[config.mk]
export PLATFORM = sky130hd
export DESIGN_NAME = tdiv_clkgen
export DESIGN_NICKNAME = d
export VERILOG_FILES = /design/src/rtl/tdiv_pkg.sv /design/src/rtl/tdiv_cfg_regs.sv /design/src/rtl/tdiv_prescaler.sv /design/src/rtl/tdiv_chan_div.sv /design/src/rtl/tdiv_clkgen.sv
export SDC_FILE = /design/constraint.sdc
export NUM_CORES = 1
export LEC_CHECK = 0
export BUFFER_PORTS_ARGS = -buffer_cell sky130_fd_sc_hd__buf_2
export CAP_MARGIN = 25
export CORE_AREA = 3 3 137 192
export DETAILED_ROUTE_END_ITERATION = 7
export DIE_AREA = 0 0 140 195
export GPL_TIMING_DRIVEN = 1
export HOLD_SLACK_MARGIN = 0.02
export SLEW_MARGIN = 30
export SYNTH_ARGS = -nofsm -noshare
export SYNTH_HDL_FRONTEND = slang
export SYNTH_SLANG_ARGS = --single-unit
[constraint.sdc]
create_clock -name clk -period 5.81 [get_ports clk]
set_input_delay 0 -clock clk [delete_from_list [all_inputs] [get_ports clk]]
set_output_delay 0 -clock clk [all_outputs]
set_load 0.02 [all_outputs]
[src/rtl/tdiv_pkg.sv]
package tdiv_pkg;
    localparam int BUS_W = 32;
    localparam int ADDR_W = 8;
    localparam logic [ADDR_W-1:0] OFF_PRE = 8'h00;
    localparam logic [ADDR_W-1:0] OFF_SEL = 8'h04;

    function automatic logic is_mapped(input logic [ADDR_W-1:0] addr);
        return (addr == OFF_PRE) || (addr == OFF_SEL);
    endfunction
endpackage

[src/rtl/tdiv_cfg_regs.sv]
module tdiv_cfg_regs
    import tdiv_pkg::*;
#(
    parameter int NCH     = 5,
    parameter int NGRP    = 2,
    parameter int PRE_W   = 8,
    parameter int DIV_W   = 4,
    parameter int PRE_RST = 1
) (
    input  logic                    clk,
    input  logic                    rst_n,
    input  logic                    wr_en,
    input  logic [ADDR_W-1:0]       addr,
    input  logic [BUS_W-1:0]        wdata,
    output logic [BUS_W-1:0]        rdata,
    output logic                    restart,
    output logic [NGRP*PRE_W-1:0]   pre_flat,
    output logic [NCH*DIV_W-1:0]    sel_flat
);
    localparam int PBITS = NGRP * PRE_W;
    localparam int SBITS = NCH * DIV_W;

    typedef struct packed {
        logic [PBITS-1:0] pre;
        logic [SBITS-1:0] sel;
    } cfg_t;

    cfg_t st_d, st_q;

    always_comb begin
        st_d    = st_q;
        restart = 1'b0;
        if (wr_en) begin
            if (addr == OFF_PRE) begin
                st_d.pre = wdata[PBITS-1:0];
                restart  = 1'b1;
            end else if (addr == OFF_SEL) begin
                st_d.sel = wdata[SBITS-1:0];
                restart  = 1'b1;
            end
        end
    end

    always_comb begin
        rdata = '0;
        if (addr == OFF_PRE) begin
            rdata[PBITS-1:0] = st_q.pre;
        end else if (addr == OFF_SEL) begin
            rdata[SBITS-1:0] = st_q.sel;
        end
    end

    always_ff @(posedge clk or negedge rst_n) begin
        if (!rst_n) begin
            st_q.pre <= {NGRP{PRE_W'(PRE_RST)}};
            st_q.sel <= '0;
        end else begin
            st_q <= st_d;
        end
    end

    assign pre_flat = st_q.pre;
    assign sel_flat = st_q.sel;
endmodule

[src/rtl/tdiv_prescaler.sv]
module tdiv_prescaler #(
    parameter int PRE_W = 8
) (
    input  logic             clk,
    input  logic             rst_n,
    input  logic             restart,
    input  logic [PRE_W-1:0] limit,
    output logic             pulse
);
    typedef struct packed {
        logic [PRE_W-1:0] cnt;
    } pre_st_t;

    pre_st_t st_d, st_q;

    always_comb begin
        st_d  = st_q;
        pulse = 1'b0;
        if (restart) begin
            st_d.cnt = '0;
        end else if (st_q.cnt == limit) begin
            st_d.cnt = '0;
            pulse    = 1'b1;
        end else begin
            st_d.cnt = st_q.cnt + PRE_W'(1);
        end
    end

    always_ff @(posedge clk or negedge rst_n) begin
        if (!rst_n) begin
            st_q <= '0;
        end else begin
            st_q <= st_d;
        end
    end
endmodule

[src/rtl/tdiv_chan_div.sv]
module tdiv_chan_div #(
    parameter int DIV_W = 4
) (
    input  logic             clk,
    input  logic             rst_n,
    input  logic             restart,
    input  logic             pre_pulse,
    input  logic [DIV_W-1:0] sel,
    output logic             tick
);
    localparam int CNT_W = (1 << DIV_W) - 1;

    typedef struct packed {
        logic [CNT_W-1:0] cnt;
        logic             tick;
    } div_st_t;

    div_st_t         st_d, st_q;
    logic [CNT_W:0]  span;
    logic [CNT_W-1:0] last;

    always_comb begin
        span = (CNT_W + 1)'(1) << sel;
        last = span[CNT_W-1:0] - CNT_W'(1);
    end

    always_comb begin
        st_d      = st_q;
        st_d.tick = 1'b0;
        if (restart) begin
            st_d.cnt = '0;
        end else if (pre_pulse) begin
            if (st_q.cnt == last) begin
                st_d.cnt  = '0;
                st_d.tick = 1'b1;
            end else begin
                st_d.cnt = st_q.cnt + CNT_W'(1);
            end
        end
    end

    always_ff @(posedge clk or negedge rst_n) begin
        if (!rst_n) begin
            st_q <= '0;
        end else begin
            st_q <= st_d;
        end
    end

    assign tick = st_q.tick;
endmodule

[src/rtl/tdiv_clkgen.sv]
module tdiv_clkgen
    import tdiv_pkg::*;
#(
    parameter int NCH     = 5,
    parameter int GRP0_CH = 2,
    parameter int PRE_W   = 8,
    parameter int DIV_W   = 4,
    parameter int PRE_RST = 1
) (
    input  logic              clk,
    input  logic              rst_n,
    input  logic              cfg_wr_en,
    input  logic [ADDR_W-1:0] cfg_addr,
    input  logic [BUS_W-1:0]  cfg_wdata,
    output logic [BUS_W-1:0]  cfg_rdata,
    output logic [NCH-1:0]    tick_o
);
    localparam int NGRP = 2;

    logic                  restart;
    logic [NGRP*PRE_W-1:0] pre_flat;
    logic [NCH*DIV_W-1:0]  sel_flat;
    logic [NGRP-1:0]       pre_pulse;

    tdiv_cfg_regs #(
        .NCH(NCH), .NGRP(NGRP), .PRE_W(PRE_W), .DIV_W(DIV_W), .PRE_RST(PRE_RST)
    ) u_regs (
        .clk(clk), .rst_n(rst_n), .wr_en(cfg_wr_en), .addr(cfg_addr),
        .wdata(cfg_wdata), .rdata(cfg_rdata), .restart(restart),
        .pre_flat(pre_flat), .sel_flat(sel_flat)
    );

    for (genvar g = 0; g < NGRP; g++) begin : g_pre
        tdiv_prescaler #(.PRE_W(PRE_W)) u_pre (
            .clk(clk), .rst_n(rst_n), .restart(restart),
            .limit(pre_flat[g*PRE_W +: PRE_W]), .pulse(pre_pulse[g])
        );
    end

    for (genvar c = 0; c < NCH; c++) begin : g_ch
        localparam int GRP = (c < GRP0_CH) ? 0 : 1;
        tdiv_chan_div #(.DIV_W(DIV_W)) u_div (
            .clk(clk), .rst_n(rst_n), .restart(restart),
            .pre_pulse(pre_pulse[GRP]), .sel(sel_flat[c*DIV_W +: DIV_W]),
            .tick(tick_o[c])
        );
    end
endmodule

# Yosys cells after proc, flatten, opt, wreduce, memory -nomap -nowiden

Index checks and enable logic that the tools add are counted.

Flip-flop bits (word level): 132
Input bits: 43
Output and inout bits: 37
Word-level logic and storage cells: 84

Add/sub/neg operators: 12
Eq/ne operators: 8
Shifts and indexed selects: 5
Muxes and demuxes: 39
Bitwise operators: 1
Reduce and logical (&&, ||, !) cells: 5

Operators by type and width:

| operator                                                             | count |
|---|---|
| 15-bit two-way mux                                                   | 10 |
| 16-bit two-way mux                                                   | 6 |
| 15-bit by 1-bit adder with 15-bit output, second input constant      | 5 |
| 15-bit == test                                                       | 5 |
| 1-bit by 4-bit left shift with 15-bit output, first input constant   | 5 |
| 15-bit by 1-bit subtractor with 15-bit output, second input constant | 5 |
| 8-bit two-way mux                                                    | 4 |
| 20-bit two-way mux                                                   | 1 |
| 1-bit two-way mux                                                    | 17 |
| 8-bit by 1-bit adder with 8-bit output, second input constant        | 2 |
| 8-bit == test                                                        | 2 |
| 8-bit by 3-bit == test with 1-bit output, second input constant      | 1 |
| 8-bit zero test                                                      | 1 |
| 4-bit two-way mux                                                    | 1 |
| 2-bit nonzero test                                                   | 2 |
| 3-bit AND reduction                                                  | 1 |
| 2-bit AND reduction                                                  | 1 |
| 1-bit NOT                                                            | 1 |

# Depth between registers and ports, before layout

Gate-level depths: netlist of run 1.

Depth after elaboration: 7
Gate-level depth with buffers: 15
Gate-level depth less buffers: 10

# Hierarchy

A second synthesis of run 1 with hierarchy kept.

Cells, all modules: 1211
Area total of the unflattened synthesis: 10390.0 um^2

By module, submodules not included:

| module                             | times used | cells each | area each (um^2) | sequential area each (um^2) |
|---|---|---|---|---|
| tdiv_chan_div at g_ch[1].u_div ... | 4          | 189        | 1478.9           | 400.4 |
| tdiv_cfg_regs                      | 1          | 134        | 1795.5           | 903.4 |
| tdiv_chan_div at g_ch[0].u_div     | 1          | 231        | 1660.3           | 400.4 |
| tdiv_prescaler                     | 2          | 45         | 509.2            | 200.2 |

# Least setup slack after synthesis of run 1

No wires, ideal clock.

Kind: register -> register
Start: reg u_regs.sel_flat[19] (netlist name)
End: reg g_ch[4].u_div.st_q[14] in the netlist's numbering
Library setup time: 121 ps
Arrival: 3259 ps
Data required time: 5689 ps
Path slack: 2430 ps
Cell stages (with the launch flop): 13
Buffers on the path: 4
Clock period less this slack: 3380 ps
Path through: dfrtp_1 > clkbuf_1 > clkbuf_1 > or4_1 > ha_1 > clkbuf_1 > xnor2_1 > xnor2_1 > or3b_2 > nor4_2 > a31oi_2 > buf_4 > a22o_1

Word-level cells in the longest chain between the ends: 6

RTL lines:

| item                                          | RTL line            | source |
|---|---|---|
| 1-bit by 4-bit left shift with 15-bit output  | tdiv_chan_div.sv:23 | `span = (CNT_W + 1)'(1) << sel;` |
| 15-bit by 1-bit subtractor with 15-bit output | tdiv_chan_div.sv:24 | `last = span[CNT_W-1:0] - CNT_W'(1);` |
| 15-bit == test                                | tdiv_chan_div.sv:33 | `if (st_q.cnt == last) begin` |
| 15-bit two-way mux                            | tdiv_chan_div.sv:33 |  |
| 16-bit two-way mux                            | tdiv_chan_div.sv:32 | `end else if (pre_pulse) begin` |
| 15-bit two-way mux                            | tdiv_chan_div.sv:30 | `if (restart) begin` |
| end signal, assigned                          | tdiv_chan_div.sv:46 | `st_q <= st_d;` |
| end, declared                                 | tdiv_chan_div.sv:18 | `div_st_t st_d, st_q;` |

Every way passes these cells. The select of a mux whose other input is x is not followed.
A chain may end at the register's enable or synchronous reset.

# Final worst setup path of run 1

Start: reg u_regs.sel_flat[11] (netlist name)
End: reg g_ch[2].u_div.st_q[7] in the netlist's numbering

Word-level cells in the longest chain between the ends: 6

RTL lines:

| item                                          | RTL line |
|---|---|
| 1-bit by 4-bit left shift with 15-bit output  | tdiv_chan_div.sv:23 |
| 15-bit by 1-bit subtractor with 15-bit output | tdiv_chan_div.sv:24 |
| 15-bit == test                                | tdiv_chan_div.sv:33 |
| 15-bit two-way mux                            | tdiv_chan_div.sv:33 |
| 16-bit two-way mux                            | tdiv_chan_div.sv:32 |
| 15-bit two-way mux                            | tdiv_chan_div.sv:30 |
| end signal, assigned                          | tdiv_chan_div.sv:46 |
| end, declared                                 | tdiv_chan_div.sv:18 |

Every way passes these cells. The select of a mux whose other input is x is not followed.

==> metrics.csv, run 1 <==
stage,metric,value,unit
place,dp_hpwl,17400,µm
finish,nNetsFinal,1201,
logic_synthesis,synth_cell_type_count,92,
logic_synthesis,syn_area,9780,µm²
route,wirelength,25200,µm
run,cap_violations,0,
grt,grt-ovfl-total,0,
power_and_ir_drop,p_comb_share,32.9,%
power_and_ir_drop,pwr-share-seq,35.1,%
power_and_ir_drop,p_clk_share,32.0,%
setup_path,cp-startpoint,u_regs.sel_flat[11],
setup_path,max_stage_delay,0.91,ns
clock_tree,cts_tree,built,
hold_path,hold_path_class,in2reg,
power_and_ir_drop,p_sw,1.39,mW
place,port-buffer-count,55,
logic_synthesis,synth-seq-cells,132,
power_and_ir_drop,swShare,38.2,%
floorplan,die_y,195,µm
route,num_vias,8565,
finish,n_fill_cell,2438,
logic_synthesis,synth_edf_count,0,
clock_tree,cts_buffers,17,
logic_synthesis,ys_seq_area_share,33.8,%
route,wl_met2,13400,µm
route,viasPerCell,5.81,
clock_tree,clk_latency,0.43,ns
grt,grt_pass1_wl,42000,µm
setup_path,crit_path_top_delay_cell,dfrtp_1,
timing,finalHoldViolCount,0,
setup_path,worstSetupEndpointType,register,
route,wl_met1,10400,µm
setup_path,cpMostUsedCell,nand2_1,
setup_path,path_cells,"nor3_1, nand2_1, ha_1, nand2_1, a221oi_1, o2bb2ai_1, or4_1, or4_1, nand2_1, o221ai_1",
timing,maxSlewHeadroom,37.2,%
route,detail-route-antenna-nets,0,
floorplan,num_rows,68,
grt,grt_antenna_before_repair,2,
timing,fmax,254,MHz
route,wl_per_cell,17.1,µm
setup_path,regToRegEndpoint,g_ch[2].u_div.st_q[7],
timing,fin_crit_sh,67.9,%
route,route.met3.wl,829,µm
clock_tree,clkTransAtPathRegs,0.06,ns
status,status,completed,
timing,rsz0062_at_grt,no,
finish,final_cell_mix,"dfrtp_1 (130), nand2_1 (88), nand3_1 (83)",
power_and_ir_drop,power_density,338,nW/µm²
logic_synthesis,synth-async-reset-ratio,100,%
route,drt_iter0_markers,503,
logic_synthesis,synth.avg_cell_area,8.55,µm²
route,dr.pass1.iters,5,
floorplan,initial_core_util,39.6,%
finish,postLayoutCellArea,10800,µm²
timing,setup-tns-final,0,ns
finish,area_growth,10.4,%
timing,hold_slack,0.174,ns
grt,grt_use_total,18.5,%
clock_tree,cts_buffer_depth,2,
clock_tree,clockRootBuffer,clkbuf_16,
timing,clock_skew,0.0106,ns
floorplan,die_w,140,µm
setup_path,ff2ff_setup_slack,1.87,ns
power_and_ir_drop,internal_power,2.26,mW
logic_synthesis,yosys_warnings,0,
floorplan,core,24700,µm²
setup_path,worstPathRequired,6.08,ns
setup_path,critPathKind,reg2reg,
finish,layout_commonest_cell,dfrtp_1,
setup_path,r2r_cells,10,
finish,drive_gt1_share,14.9,%
timing,post-route-min-period,3.94,ns
place,dpl-instance-area,9940,µm²
setup_path,crit_arrival,4.21,ns
clock_tree,cts_setup_buffers,0,
timing,slew_viol_final,0,
floorplan,boundaryPins,80,
timing,setup_violations,0,
floorplan,die_area,27300,µm²
logic_synthesis,synth_area_leaders,"dfrtp_1 (33%), mux2_2 (4.6%), nand3_1 (4.2%), xnor2_1 (4.0%), nand2_1 (3.4%)",
route,top_layer,met5,
setup_path,crit_path_end,g_ch[2].u_div.st_q[7],
setup_path,critPathLaunchType,register,
logic_synthesis,synthesis.instances,1144,
logic_synthesis,ys.flop_type,dfrtp_1,
logic_synthesis,post-synth-top-area-cell,dfrtp_1,
clock_tree,cts-resized-gates,0,
clock_tree,htreeDepth,4,
power_and_ir_drop,ir_worst_vdd,0.000214,V
power_and_ir_drop,power_leakage,4.51,nW
timing,worst_pin_slew,0.939,ns
grt,grt_max_degree,78,
logic_synthesis,synth_top_area_share,33.3,%
place,place.gp.congestion,0.876,
setup_path,timing.rr.start,u_regs.sel_flat[11],
clock_tree,cts.sinks,132,
setup_path,path_max_fanout,26,
route,drc_errors,0,
grt,grt_pass1_vias,8300,
registers in the layout, indices dropped and copies added (netlist names):
signal	cells
g_ch.u_div.st_q	75
g_ch.u_div.tick	5
g_pre.u_pre.st_q	16
u_regs.pre_flat	16
u_regs.sel_flat	20
layout make-up:
type / instances / area (µm²) / share of cell area (%)
multi-input cells: 878 / 5800 / 53.7
flip-flops and latches: 132 / 3310 / 30.6
repair buffers: 82 / 541 / 5.01
clock buffers: 17 / 425 / 3.94
well taps: 315 / 394 / 3.65
clock inverters: 14 / 201 / 1.87
inverters: 35 / 131 / 1.22
diodes: 1 / 2.50 / 0.0232
worst min path at each step:
stage | cells past startpoint | slack, ns | end | from
after global routing | 4 | 0.21 | g_ch[1].u_div.st_q[9] | cfg_wr_en
final | 4 | 0.17 | g_ch[1].u_div.st_q[9] | cfg_wr_en
after detailed placement | 1 | 0.11 | g_ch[1].u_div.st_q[4] | rst_n
after CTS | 4 | 0.13 | g_ch[1].u_div.st_q[9] | cfg_wr_en
after floorplan | 0 | -0.30 | g_ch[0].u_div.st_q[10] | rst_n
after global placement | 1 | 0.10 | g_ch[1].u_div.st_q[4] | rst_n
power groups by stage:
stage	Clock (mW)	Combinational, mW	Sequential, mW
5_1_grt	1.23	1.34	1.31
3_5_place_dp	0	1.17	1.29
6_report	1.17	1.20	1.28
4_1_cts	1.19	1.20	1.28
2_1_floorplan	0	1.00	1.19
3_3_place_gp	0	1.16	1.29
cells by family after synthesis:
group / Yosys count / share of synthesized area [%]
buffers and inverters: 145 / 7.54
adders and majority gates: 13 / 1.64
muxes: 56 / 6.24
DFF: 132 / 33.8
xor gates and xnor gates: 67 / 6.00
other: 1 / 0.0383
AOI/OAI and AO/OA: 262 / 18.4
and+or+nand+nor: 468 / 26.3
critical path, delay by kind of cell (launching register included):
family / cells / cell delay, ns
simple gates: 6 / 1.92
fa+ha+maj: 1 / 0.37
compound gates: 3 / 0.58
flops: 1 / 0.91
per-stage QoR:
stage | utilization [%] | total power, mW | instances | setup slack [ns]
after floorplan | - | 2.19 | 1155 | 2.43
after global placement | 40.3 | 2.45 | 1420 | 1.77
after detailed placement | 40.3 | 2.47 | 1420 | 1.79
after CTS | 43.7 | 3.66 | 1472 | 1.78
after global routing | 43.8 | 3.88 | 1474 | 1.50
final | 43.8 | 3.65 | 1474 | 1.87
what timing repair did:
action	CTS	global route
setup endpoints to repair	0	0
hold endpoints to repair	111	0
hold buffers	21	0
synth_stat cells (12+ instances only):
| master | count |
|---|---|
| a31oi_1 | 23 |
| dfrtp_1 | 130 |
| and2_1 | 13 |
| buf_2 | 27 |
| nor2_1 | 78 |
| nand3_1 | 83 |
| nand2b_1 | 14 |
| nand4_1 | 20 |
| nand2_1 | 89 |
| o21ai_0 | 63 |
| clkbuf_1 | 48 |
| mux2i_1 | 16 |
| xnor2_1 | 45 |
| nor3_1 | 32 |
| buf_4 | 19 |
| a22o_1 | 21 |
| and3_1 | 33 |
| inv_1 | 34 |
| ha_1 | 12 |
| nor4_1 | 15 |
| xor2_1 | 22 |
| a21oi_1 | 49 |
| mux2_2 | 40 |
metal layers:
metal	vias up	GRT usage [%]
li1	4170	-
met1	4191	21.7
met2	167	34.4
met3	35	2.87
met4	2	5.67
met5	-	0
(Power assumes the default switching activity.)
==> run 2, diff against run 1 <==
- clock period: 5.81 -> 3.6 ns (I/O delays scaled with it)
==> run 2 against run 1 <==
  * Combinational power is 72% higher
  * Sequential power is 59% higher
  * Via count is 0.28% higher
  * Clock skew hardly changed
  * Hold slack better by 0.010 ns
  * Clock power is 44% higher
  * Flip-flop and latch count stayed put
  * Largest power group is now combinational logic
  * Critical path type unchanged
  * Utilization is 0.71 points higher
  * First-iteration DRC count is 31% lower
==> metrics.csv, run 2 (synthesis results as in run 1) <==
stage,metric,value,unit,change
finish,nNetsFinal,1233,,+2.7%
clock_tree,clockRootBuffer,clkbuf_16,,
finish,layout_commonest_cell,dfrtp_1,,
power_and_ir_drop,internal_power,3.54,mW,+57%
clock_tree,clk_latency,0.43,ns,about the same
hold_path,hold_path_depth,4,,unchanged
finish,insertedDiodeCount,0,,-1
setup_path,critPathLaunchType,register,,
timing,setup_violations,0,,unchanged
clock_tree,cts_buffer_depth,2,,unchanged
setup_path,path_max_fanout,9,,-65%
setup_path,timing.rr.start,u_regs.sel_flat[17],,
route,detail-route-antenna-nets,0,,unchanged
grt,grt_pass1_wl,42300,µm,+0.71%
timing,finalHoldViolCount,0,,unchanged
timing,maxSlewHeadroom,42.4,%,+5.1 points
power_and_ir_drop,power_density,526,nW/µm²,+56%
route,wirelength,25500,µm,+1.0%
finish,area_growth,12.2,%,
timing,setup-tns-final,0,ns,unchanged
route,num_vias,8589,,+0.28%
setup_path,worstPathRequired,3.90,ns,-2.18 ns
run,cap_violations,0,,unchanged
finish,largest_reg_flops,75,,unchanged
grt,grt_use_total,18.6,%,+0.076 points
floorplan,core,24700,µm²,unchanged
route,wl_per_cell,16.9,µm,-1.1%
floorplan,die_area,27300,µm²,unchanged
power_and_ir_drop,ir_worst_vdd,0.000337,V,+58%
place,dp_hpwl,18300,µm,+4.9%
place,post-place-ws,0.223,ns,-1.57 ns
hold_path,hold_start,cfg_wr_en,,
grt,grt-ovfl-total,0,,unchanged
route,dr.pass1.iters,4,,-1
power_and_ir_drop,power_leakage,4.64,nW,+2.9%
finish,n_fill_cell,2437,,-0.041%
finish,regMostFlops,g_ch.u_div.st_q,,
clock_tree,htreeDepth,4,,unchanged
floorplan,die_w,140,µm,unchanged
timing,post-route-min-period,3.25,ns,-0.689 ns
timing,clock_skew,0.0107,ns,+0.000113 ns
clock_tree,cts_buffers,17,,unchanged
power_and_ir_drop,p_sw,2.23,mW,+60%
setup_path,regToRegEndpoint,g_ch[4].u_div.st_q[12],,
clock_tree,cts_tree,built,,
clock_tree,cts_setup_buffers,0,,unchanged
grt,grt_pass1_vias,8269,,-0.37%
place,port-buffer-count,55,,unchanged
floorplan,die_y,195,µm,unchanged
route,drt_iter0_markers,348,,-31%
setup_path,path_cells,"or4_1, ha_1, xnor2_1, xnor2_1, or3b_2, nor4_2, a31oi_2, buf_4, a21oi_1, o21ai_0",,
timing,fin_crit_sh,90.4,%,+23 points
clock_tree,clkTransAtPathRegs,0.06,ns,about the same
setup_path,worstSetupEndpointType,register,,
finish,final_cell_mix,"dfrtp_1 (130), nand2_1 (88), nand3_1 (83)",,
floorplan,boundaryPins,80,,unchanged
floorplan,initial_core_util,39.6,%,unchanged
place,place.gp.congestion,0.884,,+0.95%
timing,fin_ws,0.345,ns,-1.52 ns
timing,fmax,307,MHz,+21%
floorplan,num_rows,68,,unchanged
route,drc_errors,0,,unchanged
route,viasPerCell,5.70,,-1.9%
power_and_ir_drop,pwr-share-seq,35.1,%,about the same
grt,grt_max_degree,89,,+14%
setup_path,crit_path_top_delay_cell,or4_1,,
setup_path,crit_arrival,3.55,ns,-0.66 ns
hold_path,hold_path_class,in2reg,,
timing,worst_pin_slew,0.861,ns,-0.0779 ns
timing,hold_slack,0.184,ns,+0.0101 ns
timing,slew_viol_final,0,,unchanged
status,status,completed,,
power_and_ir_drop,swShare,38.7,%,+0.48 points
power_and_ir_drop,p_comb_share,35.6,%,+2.7 points
finish,drive_gt1_share,17.2,%,+2.4 points
setup_path,critPathKind,reg2reg,,
clock_tree,cts.sinks,132,,unchanged
power_and_ir_drop,p_clk_share,29.3,%,-2.7 points
timing,rsz0062_at_grt,no,,
setup_path,r2r_cells,10,,unchanged
grt,grt_antenna_before_repair,1,,-1
setup_path,max_stage_delay,0.50,ns,-0.41 ns
hold_path,min_to,g_ch[1].u_div.st_q[9],,
setup_path,cpMostUsedCell,xnor2_1,,
setup_path,ff2ff_setup_slack,0.35,ns,-1.52 ns
run 2: worst max path at each step:
| stage | end | startpoint |
|---|---|---|
| 2_1_floorplan | g_ch[4].u_div.st_q[14] | u_regs.sel_flat[19] |
| 3_3_place_gp | g_ch[2].u_div.st_q[7] | u_regs.sel_flat[11] |
| 3_5_place_dp | g_ch[2].u_div.st_q[7] | u_regs.sel_flat[11] |
| 4_1_cts | g_ch[2].u_div.st_q[13] | u_regs.sel_flat[11] |
| 5_1_grt | g_ch[4].u_div.st_q[12] | u_regs.sel_flat[18] |
| 6_report | g_ch[4].u_div.st_q[12] | u_regs.sel_flat[17] |
run 2: layout make-up:
| class | instances | area (µm²) | share of cell area (%) |
|---|---|---|---|
| Clock inverter | 11 | 103 | 0.935 |
| Sequential cell | 132 | 3310 | 30.1 |
| Clock buffer | 21 | 470 | 4.29 |
| Timing Repair Buffer | 114 | 777 | 7.08 |
| Tap cell | 315 | 394 | 3.59 |
| Inverter | 35 | 131 | 1.20 |
| Multi-Input combinational cell | 878 | 5790 | 52.8 |
run 2: power groups by stage:
stage          Combinational, mW  Sequential [mW]  Clock (mW)
4_1_cts                     2.06             2.03        1.72
2_1_floorplan               1.62             1.91           0
3_3_place_gp                2.00             2.04           0
3_5_place_dp                2.03             2.05           0
6_report                    2.06             2.03        1.69
5_1_grt                     2.30             2.07        1.79
run 2: metrics by stage:
step	power [mW]	utilization [%]	instances	area (µm²)
floorplan	3.53	-	1155	9820
global placement	4.04	41.3	1453	10200
finish	5.77	44.5	1506	11000
global route	6.16	44.5	1506	11000
detailed placement	4.08	41.3	1453	10200
CTS	5.81	44.5	1506	11000
run 2: routing by layer:
metal	share of wire, %	wire (µm)	GRT usage, %	vias up
met1	42	10700	21.9	4169
met2	53	13500	34.2	145
met4	1.9	480	5.78	2
met5	0.027	7	0	-
li1	-	-	-	4231
met3	3.3	829	3.09	42
run 2: repair_timing:
item | CTS | global route
endpoints found under the setup margin | 0 | 7
resized for setup | 0 | 1
hold buffers | 21 | 0
hold endpoints to repair | 121 | 0
run 2: critical path: cells and delay by family (launching register included):
kind                     cells  cell delay, ns
XOR/XNOR                     2            0.34
AND/OR/NAND/NOR              3            1.30
adder cells (fa/ha/maj)      1            0.36
buffers and inverters        1            0.25
AO/OA/AOI/OAI                3            0.44
flip-flops                   1            0.44
